File: src/rtl/fsq_pkg.sv
package fsq_pkg;
  typedef enum logic {
    SEQ_RUN  = 1'b0,
    SEQ_HOLD = 1'b1
  } seq_state_t;
endpackage

File: src/rtl/fsq_timer.sv
// Half-rate tick, frame counter and reset hold state.
module fsq_timer #(
  parameter int FRAME_BITS = 12
) (
  input  logic clk,
  input  logic rst_n,
  output logic hold_o,
  output logic tick_o,
  output logic start_o,
  output logic end_o
);
  import fsq_pkg::*;

  seq_state_t            state_q;
  logic                  phase_q;
  logic [FRAME_BITS-1:0] slot_q;

  assign hold_o  = (state_q == SEQ_HOLD);
  assign tick_o  = !hold_o && phase_q;
  assign start_o = !hold_o && !phase_q && (slot_q == '0);
  assign end_o   = tick_o && (&slot_q);

  always_ff @(posedge clk) begin
    if (hold_o) begin
      if (rst_n) state_q <= SEQ_RUN;
    end else begin
      phase_q <= ~phase_q;
      if (phase_q) slot_q <= slot_q + 1'b1;
      if (end_o && !rst_n) state_q <= SEQ_HOLD;
    end
  end
endmodule

File: src/rtl/fsq_flags.sv
// Pending enable flags, one per channel, steered by a binary index.
module fsq_flags #(
  parameter int NCH  = 4,
  parameter int CH_W = 2
) (
  input  logic            clk,
  input  logic            clr_i,
  input  logic            acc_i,
  input  logic [CH_W-1:0] ch_i,
  input  logic            en_i,
  output logic [NCH-1:0]  flag_o
);
  for (genvar c = 0; c < NCH; c++) begin : g_ch
    always_ff @(posedge clk) begin
      if (clr_i)
        flag_o[c] <= 1'b0;
      else if (acc_i && (ch_i == CH_W'(c)))
        flag_o[c] <= en_i;
    end
  end
endmodule

File: src/rtl/fsq_gate.sv
// Promotes pending flags and samples the blank pin at each frame start.
module fsq_gate #(
  parameter int NCH = 4
) (
  input  logic           clk,
  input  logic           clr_i,
  input  logic           start_i,
  input  logic           oc_i,
  input  logic [NCH-1:0] flag_i,
  output logic [NCH-1:0] drv_o
);
  logic [NCH-1:0] act_q;
  logic           blank_q;

  always_ff @(posedge clk) begin
    if (clr_i)
      act_q <= '0;
    else if (start_i)
      act_q <= flag_i;
  end

  always_ff @(posedge clk) begin
    if (start_i) blank_q <= oc_i;
  end

  assign drv_o = blank_q ? '0 : act_q;
endmodule

File: src/rtl/frame_oe_sequencer.sv
module frame_oe_sequencer #(
  parameter int NCH        = 4,
  parameter int FRAME_BITS = 12,
  localparam int CH_W      = (NCH > 1) ? $clog2(NCH) : 1
) (
  input  logic            clk,
  input  logic            rst_n,
  input  logic            oc_i,
  input  logic            cmd_valid_i,
  output logic            cmd_ready_o,
  input  logic [CH_W-1:0] cmd_ch_i,
  input  logic            cmd_en_i,
  output logic            tick_o,
  output logic            frame_start_o,
  output logic [NCH-1:0]  drv_en_o,
  output logic            clr_o
);
  logic           hold;
  logic           frame_end;
  logic           wipe;
  logic           accept;
  logic [NCH-1:0] flags;

  fsq_timer #(.FRAME_BITS(FRAME_BITS)) u_timer (
    .clk     (clk),
    .rst_n   (rst_n),
    .hold_o  (hold),
    .tick_o  (tick_o),
    .start_o (frame_start_o),
    .end_o   (frame_end)
  );

  assign wipe        = frame_end && !rst_n;
  assign cmd_ready_o = !hold;
  assign accept      = cmd_valid_i && cmd_ready_o;

  fsq_flags #(.NCH(NCH), .CH_W(CH_W)) u_flags (
    .clk    (clk),
    .clr_i  (wipe),
    .acc_i  (accept),
    .ch_i   (cmd_ch_i),
    .en_i   (cmd_en_i),
    .flag_o (flags)
  );

  fsq_gate #(.NCH(NCH)) u_gate (
    .clk     (clk),
    .clr_i   (wipe),
    .start_i (frame_start_o),
    .oc_i    (oc_i),
    .flag_i  (flags),
    .drv_o   (drv_en_o)
  );

  always_ff @(posedge clk) clr_o <= wipe;
endmodule

File: config.mk
export PLATFORM = sky130hd
export DESIGN_NAME = frame_oe_sequencer
export DESIGN_NICKNAME = d
export VERILOG_FILES = /design/src/rtl/fsq_pkg.sv /design/src/rtl/fsq_timer.sv /design/src/rtl/fsq_flags.sv /design/src/rtl/fsq_gate.sv /design/src/rtl/frame_oe_sequencer.sv
export SDC_FILE = /design/constraint.sdc
export NUM_CORES = 1
export LEC_CHECK = 0
export BUFFER_PORTS_ARGS = -buffer_cell sky130_fd_sc_hd__buf_2
export CAP_MARGIN = 15
export CORE_MARGIN = 2
export CORE_UTILIZATION = 35
export CTS_CLUSTER_SIZE = 25
export DETAILED_ROUTE_END_ITERATION = 7
export PLACE_DENSITY_LB_ADDON = 0.12
export SYNTH_ARGS = -nofsm -noshare
export SYNTH_HDL_FRONTEND = slang
export SYNTH_HIERARCHICAL = 1
export SYNTH_SLANG_ARGS = --single-unit
File: constraint.sdc
create_clock -name clk -period 2.51 [get_ports clk]
set_clock_uncertainty 0.2 [all_clocks]
set_input_delay 0.502 -clock clk [delete_from_list [all_inputs] [get_ports clk]]
set_output_delay 0.502 -clock clk [all_outputs]
set_load 0.1 [all_outputs]
### After elaboration in Yosys (flattened, before gate mapping)

Cells that the tools add are included.

* $add $sub $neg: 1
* multipliers: 0
* div/mod/pow operators: 0
* $lt $le $gt $ge: 0
* equality and inequality tests: 3
* shift-type cells: 0
* mux-type cells: 4
* bitwise gates (word level): 2
* reductions and logical operators: 17

Operators with widths (count)
* $add 12x1->12 const B: 1
* $logic_not 12->1: 1
* $reduce_and 12->1: 1
* $logic_and 1x1->1: 10
* $eq 2x2->1 const B: 2
* $mux 4: 1
* $logic_not 1->1: 3
* $mux 1: 3
* $eq 2x1->1 const B: 1
* $logic_not 2->1: 1
* $not 1->1: 2
* $reduce_and 2->1: 1

* register bits after elaboration: 24
* bits in latches: 0
* RAM bits: 0
* memory bits (read-only): 0
* input bits: 7
* output and inout bits: 8
* word-level logic and storage cells: 37
* memories: 0

### Longest topological paths before layout

Gate-level depths: netlist of the first run.

* word-level depth: 6
* mapped depth: 7
* gate-level depth less buffers: 6

### Hierarchy

Netlist of the first run, hierarchy kept.

By module, submodules not included
* fsq_timer: times used 1, cells each 56, area an instance 696.9 µm², sequential area each 410.4 µm²
* fsq_gate: times used 1, cells each 18, area an instance 201.4 µm², sequential area each 110.1 µm²
* fsq_flags: times used 1, cells each 17, area an instance 183.9 µm², sequential area each 80.1 µm²
* frame_oe_sequencer: times used 1, cells each 4, area an instance 43.8 µm², sequential area each 20.0 µm²

### Worst setup path before layout of the first run

OpenSTA, ideal clock, no wires.

* path kind: register to register
* start point: reg u_timer.slot_q[10]
* end point: reg u_gate.act_q[0]
* setup time: 118 ps
* arrival: 4567 ps
* data required time: 2192 ps
* setup slack: -2375 ps
* cell stages (with the launch flop): 6
* path buffers: 1
* period minus slack after synthesis: 4885 ps
* cell sequence: edfxtp_1 > or4_1 > nor4_1 > buf_6 > mux2i_1 > nor2_1

* elaborated cells on any way between the ends: 5
* those cells by class: reduce/logical: 5

RTL lines
* from (decl): line fsq_timer.sv:16 `logic [FRAME_BITS-1:0] slot_q;`
* from (signal assigned): line fsq_timer.sv:28 `if (phase_q) slot_q <= slot_q + 1'b1;`
* $logic_not 12->1: line fsq_timer.sv:20 `assign start_o = !hold_o && !phase_q && (slot_q == '0);`
* $logic_and 1x1->1: line fsq_timer.sv:20
* net frame_start_o: line frame_oe_sequencer.sv:14 `output logic frame_start_o,`
* to (signal assigned): line fsq_gate.sv:19 `act_q <= flag_i;`
* to (decl): line fsq_gate.sv:12 `logic [NCH-1:0] act_q;`

The timed path passes the listed nets, and every way through them passes these cells.
A chain may end at the register's enable or synchronous reset.

### Worst setup path in the final report of the first run

* start point: reg u_timer.slot_q[10]
* end point: out frame_start_o

* longest elaborated chain between the ends: 2

RTL lines (line)
* $logic_not 12->1: fsq_timer.sv:20
* $logic_and 1x1->1: fsq_timer.sv:20
* to (decl): frame_oe_sequencer.sv:14

No other way between the ends.

==> metrics, run 1 <==
Fillers=roughly 310; fin area=between 0.001 and 0.0015 sq mm; clock sink total=24; Starting DRT DRC Count=23; core box area=roughly 0.0031 sq mm; Initial Util=0.369; r2r endpoint=u_flags/flag_o[3]; worst setup path class=reg -> out; Setup crit end kind=output pin; largest driver fanout on the critical path=2; Final min period=between 2000 and 3000 ps; Final WS setup=-13.4 ps; Seq cells post-synth=24; Startpoint Class=flip-flop; Ys Warns=6; via count of the first global-routing pass=696; leading cell type in the layout, fill and taps excluded=edfxtp_1; Wirelength per Cell=12.6 um; layout cells sized above 1=0.259; H-tree Lvls=1; die extent in y=around 61 um; grt ovf=0; initial antenna violation count=0; Die W=roughly 61 um; clock tree buffer depth=2; Tcrit/Tclk final=1.01; Final setup viols=1; most frequent cells in the layout=14 x edfxtp_1, 13 x buf_2, 10 x dfxtp_1; Worst slew margin=0.679; Mapped Area=between 0.001 and 0.0015 sq mm; ANT cells=0; syn nets=between 100 and 150; Final Hold Viols=0; FMAX=between 300 and 400 MHz; post-route ant nets=0; Post-synth EDFFs=14; Hold WC Path Type=in -> reg; vias per cell=~4.7; Area contributors post-synth=edfxtp_1 37%, dfxtp_1 18%, mux2i_1 7.1%; Max-Cap Viols=0; post-route DRC violation count=0; Post-synth ARST share=0; crit path DAT=roughly 1800 ps; HPWL Detailed=approximately 1.5 mm; CTS tree=built; Layout area overhead=19.2%; hold buffer count at cts=0; DR pass1 iterations=4; post-synthesis sequential area ratio=0.551; Worst EP required=between 1500 and 2000 ps; CTS Buf Count=3; std cell rows=20; start point of the critical path=u_timer/slot_q[10]; clk root buf=clkbuf_4; Critical Path Sink=frame_start_o; fin. max-slew vios=0; worst hold slack=roughly 160 ps; cells after synthesis=95; RSZ-0062 raised after global routing=yes; Final GP Congestion=0.830; r2r setup slk=roughly 370 ps; clk slew on worst S/H paths=~130 ps; largest net degree at the start of global routing=14; final WL=~2 mm; first-pass GRT wire length=around 3.4 mm; via count=753; clk_lat worst skew=roughly 310 ps; Avg Synthesized Cell Area=~12 sq um; r2r startpoint=u_timer/slot_q[1]; outcome=finished with violations; share of the synthesized area in the top cell type=0.373; largest area contributor in the netlist=edfxtp_1; Worst Reg-to-Reg Cells=6; Final nets=about 130; Slew @ Worst Pin=~490 ps; die area=about 0.0037 sq mm; cts repair resizes=0; failing checks=setup timing; Port Buffers=14; I/O pin count=15; Top FF cell, synth=edfxtp_1; Unique masters post-synth=26; PwrDens=approximately 650 mW/mm^2; peak supply drop=0.000293 V; Total GRT Usage=0.128; Area after DPL=between 0.001 and 0.0015 sq mm; Pleak=about 0.51 nW
## flip-flops by register name (all words and copies together) (netlist names)
register	count
u_timer/phase_q	1
u_gate/act_q	4
u_flags/flag_o	4
clr_o	1
u_gate/blank_q	1
u_timer/slot_q	12
u_timer/hold_o	1
## kinds of logic after synthesis
group / after synthesis / share of synthesized area
xor+xnor: 10 / 0.0778
buf+inv: 7 / 0.0300
simple gates: 43 / 0.243
mux: 8 / 0.0711
fa+ha+maj: 2 / 0.0222
compound gates: 1 / 0.00444
flops: 24 / 0.551
## layer usage
layer | share of wire | wire [um] | global-route usage
met1 | 0.54 | 1080 | 0.190
met2 | 0.40 | 809 | 0.167
met3 | 0.034 | 69 | 0.0277
met4 | 0.022 | 45 | 0.0807
met5 | 0 | 0 | 0
## metrics by stage
step | total power, mW | utilization | worst slack [ps] | setup TNS, ps | cells
global placement | 0.675 | 0.423 | 380 | 0 | 154
CTS | 0.890 | 0.440 | -8.95 | -8.95 | 160
global route | 0.932 | 0.440 | -140 | -140 | 160
detailed placement | 0.676 | 0.423 | 351 | 0 | 154
finish | 0.873 | 0.440 | -13.4 | -13.4 | 160
floorplan | 0.633 | - | -269 | -1390 | 95
## area by class of cell
cell class,instances,area (sq um),area share
flip-flops and latches,24,621,0.462
inverters,6,22.5,0.0168
clock buffers,4,36.3,0.0270
multi-input cells,64,493,0.367
repair buffers,18,115,0.0857
well taps,44,55.1,0.0410
## how the worst min path moves through the flow
stage	from	end	slack, ps	cells after the start
CTS	oc_i	u_gate/blank_q	140	1
global route	oc_i	u_gate/blank_q	130	1
global placement	u_gate/act_q[1]	u_gate/act_q[1]	270	2
floorplan	u_flags/flag_o[0]	u_flags/flag_o[0]	250	2
finish	oc_i	u_gate/blank_q	160	1
detailed placement	u_flags/flag_o[0]	u_flags/flag_o[0]	280	2
## synthesized netlist by cell type, types with 3 or more instances
cell type,number
xor2_1,4
inv_1,6
dfxtp_1,10
nand2_1,3
xnor2_1,6
mux2i_1,8
edfxtp_1,14
nand3_1,5
nand4_1,4
nor2_1,6
nand2b_1,5
nor4_1,3
nor2b_1,5
## worst max-delay path, stage by stage (launching register included)
cell,delay (ps)
edfxtp_1,440
or4_4,540
nor4_4,310
buf_12,220
## report_power, final
group / internal, mW / total, mW / switching [mW]
clock: 0.0886 / 0.201 / 0.112
combinational: 0.0570 / 0.140 / 0.0829
sequential: 0.479 / 0.532 / 0.0538
total: 0.624 / 0.873 / 0.249
## timing repair
action,4_1_cts,5_1_grt
endpoints found under the setup margin,1,1
endpoints found under the hold margin,0,0
pin swaps,2,2
buffers inserted,2,0
gates cloned,0,0
Note: power is estimated with default switching activity, not from simulation.
==> run 2: changes to the inputs <==
- CTS_CLUSTER_SIZE: 25 -> 28
- RECOVER_POWER: unset -> 25
==> metrics, run 2 (synthesized netlist as in run 1, its figures left out) <==
crit path DAT=1820 ps (about the same); Worst slew margin=0.521 (-0.157); FMAX=396 MHz (about the same); Comb pwr share=0.158 (-0.002); vias per cell=4.69 (-0.27%); Initial Util=0.369 (unchanged); failing checks=setup timing; Worst EP required=1810 ps (about the same); hold_sp=oc_i; die area=0.00369 sq mm (unchanged); grt ovf=0 (unchanged); Final GP Congestion=0.830 (unchanged); setup TNS=-12.3 ps (+1.09 ps); CTS tree=built; largest net degree at the start of global routing=14 (unchanged); Max-Cap Viols=0 (unchanged); RSZ-0062 raised after global routing=yes; clk slew on worst S/H paths=130 ps (about the same); Switching Share=0.285 (about the same); most frequent cells in the layout=14 x edfxtp_1, 13 x buf_2, 10 x dfxtp_1; Critical Path Slowest Stage Cell=or4_4; leading cell type in the layout, fill and taps excluded=edfxtp_1; HPWL Detailed=1.51 mm (unchanged); clock tree buffer depth=2 (unchanged); worst setup path class=reg -> out; std cell rows=20 (unchanged); start point of the critical path=u_timer/slot_q[10]; Final WS setup=-12.3 ps (+1.09 ps); DR pass1 iterations=4 (unchanged); I/O pin count=15 (unchanged); Total GRT Usage=0.128 (unchanged); initial antenna violation count=0 (unchanged); Hold WC Path Type=in -> reg; Final setup viols=1 (unchanged); Final Hold Viols=0 (unchanged); CP max stage delay=540 ps (about the same); layout cells sized above 1=0.241 (-0.0172); crit path cell chain=or4_4 > nor4_4 > buf_12; Setup crit end kind=output pin; ANT cells=0 (unchanged); Layout area overhead=18.7%; Tcrit/Tclk final=1.00 (about the same); Die W=60.7 um (unchanged); PwrDens=652 mW/mm^2 (+0.22%); Pint=0.623 mW (-0.23%); H-tree Lvls=1 (unchanged); via count=751 (-0.27%); Wirelength per Cell=12.5 um (-0.70%); max reg flops=12 (unchanged); via count of the first global-routing pass=696 (unchanged); Top Registers=u_timer/slot_q (12), u_flags/flag_o (4), u_gate/act_q (4); Startpoint Class=flip-flop; Starting DRT DRC Count=26 (+13%); Clock power frac=0.231 (about the same); Final nets=126 (unchanged); worst slack at placement=351 ps (unchanged); Final min period=2520 ps (-1.09 ps); r2r startpoint=u_timer/slot_q[1]; clk root buf=clkbuf_4; CTS Buf Count=3 (unchanged); final WL=2.00 mm (-0.70%); post-route ant nets=0 (unchanged); clock sink total=24 (unchanged); fin. max-slew vios=0 (unchanged); post-route DRC violation count=0 (unchanged); Slew @ Worst Pin=718 ps (+232 ps); clk_lat worst skew=310 ps (about the same); core box area=0.00305 sq mm (unchanged); sequential share of power=0.611 (about the same); die extent in y=60.7 um (unchanged); Pleak=0.506 nW (-0.75%); peak supply drop=0.000294 V (+0.37%); outcome=finished with violations; Port Buffers=14 (unchanged); first-pass GRT wire length=3.38 mm (unchanged); largest driver fanout on the critical path=2 (unchanged); Psw=0.248 mW (-0.29%); most flop-heavy register=u_timer/slot_q
run 2: cell type report:
class	count	area, sq um
fillers	307	1720
flip-flops and latches	24	621
multi-input cells	64	490
repair buffers	18	111
well taps	44	55.1
clock buffers	4	36.3
inverters	6	22.5
run 2: what timing repair did:
| action | in CTS | in global routing |
|---|---|---|
| pin swaps | 2 | 2 |
| hold buffers | 0 | 0 |
| buffers inserted | 2 | 0 |
| resized for setup | 0 | 0 |
| endpoints found under the setup margin | 1 | 1 |
run 2: worst paths after layout:
| check | to | slack [ps] | depth (start not counted) |
|---|---|---|---|
| hold / removal | u_gate/blank_q | 160 | 1 |
| hold reg to reg | u_flags/flag_o[0] | 300 | 2 |
| setup reg to reg | u_flags/flag_o[3] | 390 | 6 |
| setup / recovery | frame_start_o | -10 | 3 |
run 2: metrics by stage:
| step | instance area [sq um] | power [mW] | cells | util | hold slack (ps) |
|---|---|---|---|---|---|
| after global routing | 1340 | 0.930 | 160 | 0.438 | 132 |
| final | 1340 | 0.871 | 160 | 0.438 | 163 |
| after detailed placement | 1290 | 0.676 | 154 | 0.423 | 281 |
| after CTS | 1340 | 0.890 | 160 | 0.440 | 145 |
| after floorplan | 1150 | 0.633 | 95 | - | 248 |
| after global placement | 1290 | 0.675 | 154 | 0.423 | 267 |
run 2: power by group through the flow:
stage / clock, mW / sequential, mW / combinational [mW]
final: 0.201 / 0.532 / 0.138
after floorplan: 0 / 0.530 / 0.103
after global routing: 0.234 / 0.542 / 0.154
after detailed placement: 0 / 0.545 / 0.131
after global placement: 0 / 0.546 / 0.129
after CTS: 0.216 / 0.532 / 0.141
run 2: worst max-delay path, delay by kind of cell (launching register included):
kind,cells,cell delay [ps]
flip-flops,1,440
AND/OR/NAND/NOR,2,850
buffers and inverters,1,220
run 2: layer usage:
metal  GRT usage  vias up  wire length, um
met5           0        -                0
met1       0.190      352             1090
met3      0.0277        4               71
li1            -      382                -
met2       0.167       13              793
met4      0.0807        0               45
==> run 3: changes to the inputs <==
- CORE_UTILIZATION: 35 -> 50
==> metrics, run 3 (synthesized netlist as in run 1, its figures left out) <==
Switching Share=0.290 (+0.00472); Final nets=127 (+0.79%); ANT cells=0 (unchanged); sequential share of power=0.635 (+0.024); Critical Path Slowest Stage Cell=edfxtp_1; layout cells sized above 1=0.233 (-0.00862); final WL=1.96 mm (-2.0%); via count=765 (+1.9%); fin. max-slew vios=0 (unchanged); Area after DPL=0.00127 sq mm (-1.6%); Top Registers=u_timer/slot_q (12), u_flags/flag_o (4), u_gate/act_q (4); Final setup viols=0 (-1); CTS tree=built; outcome=finished clean; Startpoint Class=flip-flop; Psw=0.243 mW (-2.1%); via count of the first global-routing pass=732 (+5.2%); Starting DRT DRC Count=10 (-62%); r2r setup slk=420 ps (+30 ps); largest net degree at the start of global routing=13 (-1); max reg flops=12 (unchanged); cts repair resizes=0 (unchanged); Pleak=0.500 nW (-1.2%); Top delay family on crit path=simple AND/OR/NAND/NOR gates; Max-Cap Viols=0 (unchanged); crit path cell chain=nor4_1 > nand4b_1 > nor4_4 > buf_12; most frequent cells in the layout=14 x edfxtp_1, 13 x buf_2, 10 x dfxtp_1; Wirelength per Cell=13.6 um (+8.9%); vias per cell=5.31 (+13%); fin area=0.00131 sq mm (-2.2%); HPWL Detailed=1.42 mm (-6.1%); DR pass1 iterations=4 (unchanged); Final Hold Viols=0 (unchanged); post-route ant nets=0 (unchanged); initial antenna violation count=0 (unchanged); Total GRT Usage=0.172 (+0.0440); std cell rows=17 (-15%); clk slew on worst S/H paths=120 ps (about the same); leading cell type in the layout, fill and taps excluded=edfxtp_1; clock tree buffer depth=2 (unchanged); FMAX=401 MHz (+1.0%); Power, Total=0.838 mW (-3.7%); die area=0.00265 sq mm (-28%); Fillers=200 (-35%); Tcrit/Tclk final=0.995 (-0.0102); Clock power frac=0.192 (-0.039); CTS Buf Count=3 (unchanged); most flop-heavy register=u_timer/slot_q; Port Buffers=14 (unchanged); core box area=0.00217 sq mm (-29%); crit path DAT=1790 ps (-30 ps); clk_lat worst skew=300 ps (about the same); H-tree Lvls=1 (unchanged); crit path buf inv count=1 (unchanged); clk root buf=clkbuf_4; die extent in y=51.5 um (-15%); Final GP Congestion=0.777 (-6.3%); Die W=51.5 um (-15%); Comb pwr share=0.174 (+0.016); Final min period=2500 ps (-25.6 ps); RSZ-0062 raised after global routing=yes; Setup crit end kind=output pin; clock sink total=24 (unchanged); largest driver fanout on the critical path=3 (+1); grt ovf=0 (unchanged); CP max stage delay=460 ps (-80 ps); worst setup path class=reg -> out; PwrDens=642 mW/mm^2 (-1.5%); Pint=0.596 mW (-4.3%); Hold WC Path Type=in -> reg; Worst slew margin=0.580 (+0.0587); Slew @ Worst Pin=630 ps (-88.0 ps); Worst EP required=1810 ps (about the same); peak supply drop=0.000418 V (+42%); Initial Util=0.519 (+0.150); first-pass GRT wire length=3.31 mm (-2.2%); post-route DRC violation count=0 (unchanged); I/O pin count=15 (unchanged); Layout area overhead=16.0%
[run 3: cell counts in the layout (fill, tap and decap cells not counted)]
No cell type changed its count.
[run 3: final cells by class]
class	instances	area (sq um)	share of cell area
repair buffers	19	115	0.0881
inverters	6	22.5	0.0172
well taps	28	35.0	0.0268
flip-flops and latches	24	621	0.475
clock buffers	3	22.5	0.0172
multi-input cells	64	490	0.375
[run 3: layer usage]
metal / track usage / share of wire / up-vias
li1: - / - / 382
met1: 0.215 / 0.44 / 366
met2: 0.280 / 0.51 / 15
met3: 0.0351 / 0.036 / 2
met4: 0.0921 / 0.0087 / 0
met5: 0 / 0 / -
[run 3: through the flow]
| stage | hold WS [ps] | TNS (ps) | util | setup WS (ps) | std cells |
|---|---|---|---|---|---|
| after global placement | 267 | 0 | 0.586 | 388 | 138 |
| after CTS | 146 | -6.07 | 0.596 | -6.07 | 141 |
| after detailed placement | 272 | 0 | 0.586 | 361 | 138 |
| final | 167 | 0 | 0.602 | 13.3 | 144 |
| after global routing | 133 | -98.3 | 0.602 | -98.3 | 144 |
| after floorplan | 248 | -1390 | - | -269 | 95 |
[run 3: what timing repair did]
item	4_1_cts	5_1_grt
endpoints found under the setup margin	1	1
buffers inserted	0	3
hold buffers	0	0
[run 3: worst paths after layout]
| path | end | from | cells after the start |
|---|---|---|---|
| min | u_gate/blank_q | oc_i | 1 |
| max | frame_start_o | u_timer/slot_q[11] | 4 |
| max reg2reg | u_flags/flag_o[0] | u_timer/slot_q[1] | 6 |
| min reg2reg | u_flags/flag_o[3] | u_flags/flag_o[3] | 2 |
[run 3: worst register-to-register path, cell delays in order, from the launching register on]
cell and delay (ps):
edfxtp_1 430, ha_1 290, nand4_1 190, nor4_1 300, nor2b_4 290, nand2b_1 200, mux2i_1 100
[run 3: power by group through the flow]
stage	clock (mW)	combinational, mW	sequential, mW
floorplan	0	0.103	0.530
global placement	0	0.126	0.542
detailed placement	0	0.130	0.543
CTS	0.174	0.131	0.535
global route	0.189	0.161	0.539
finish	0.161	0.146	0.532
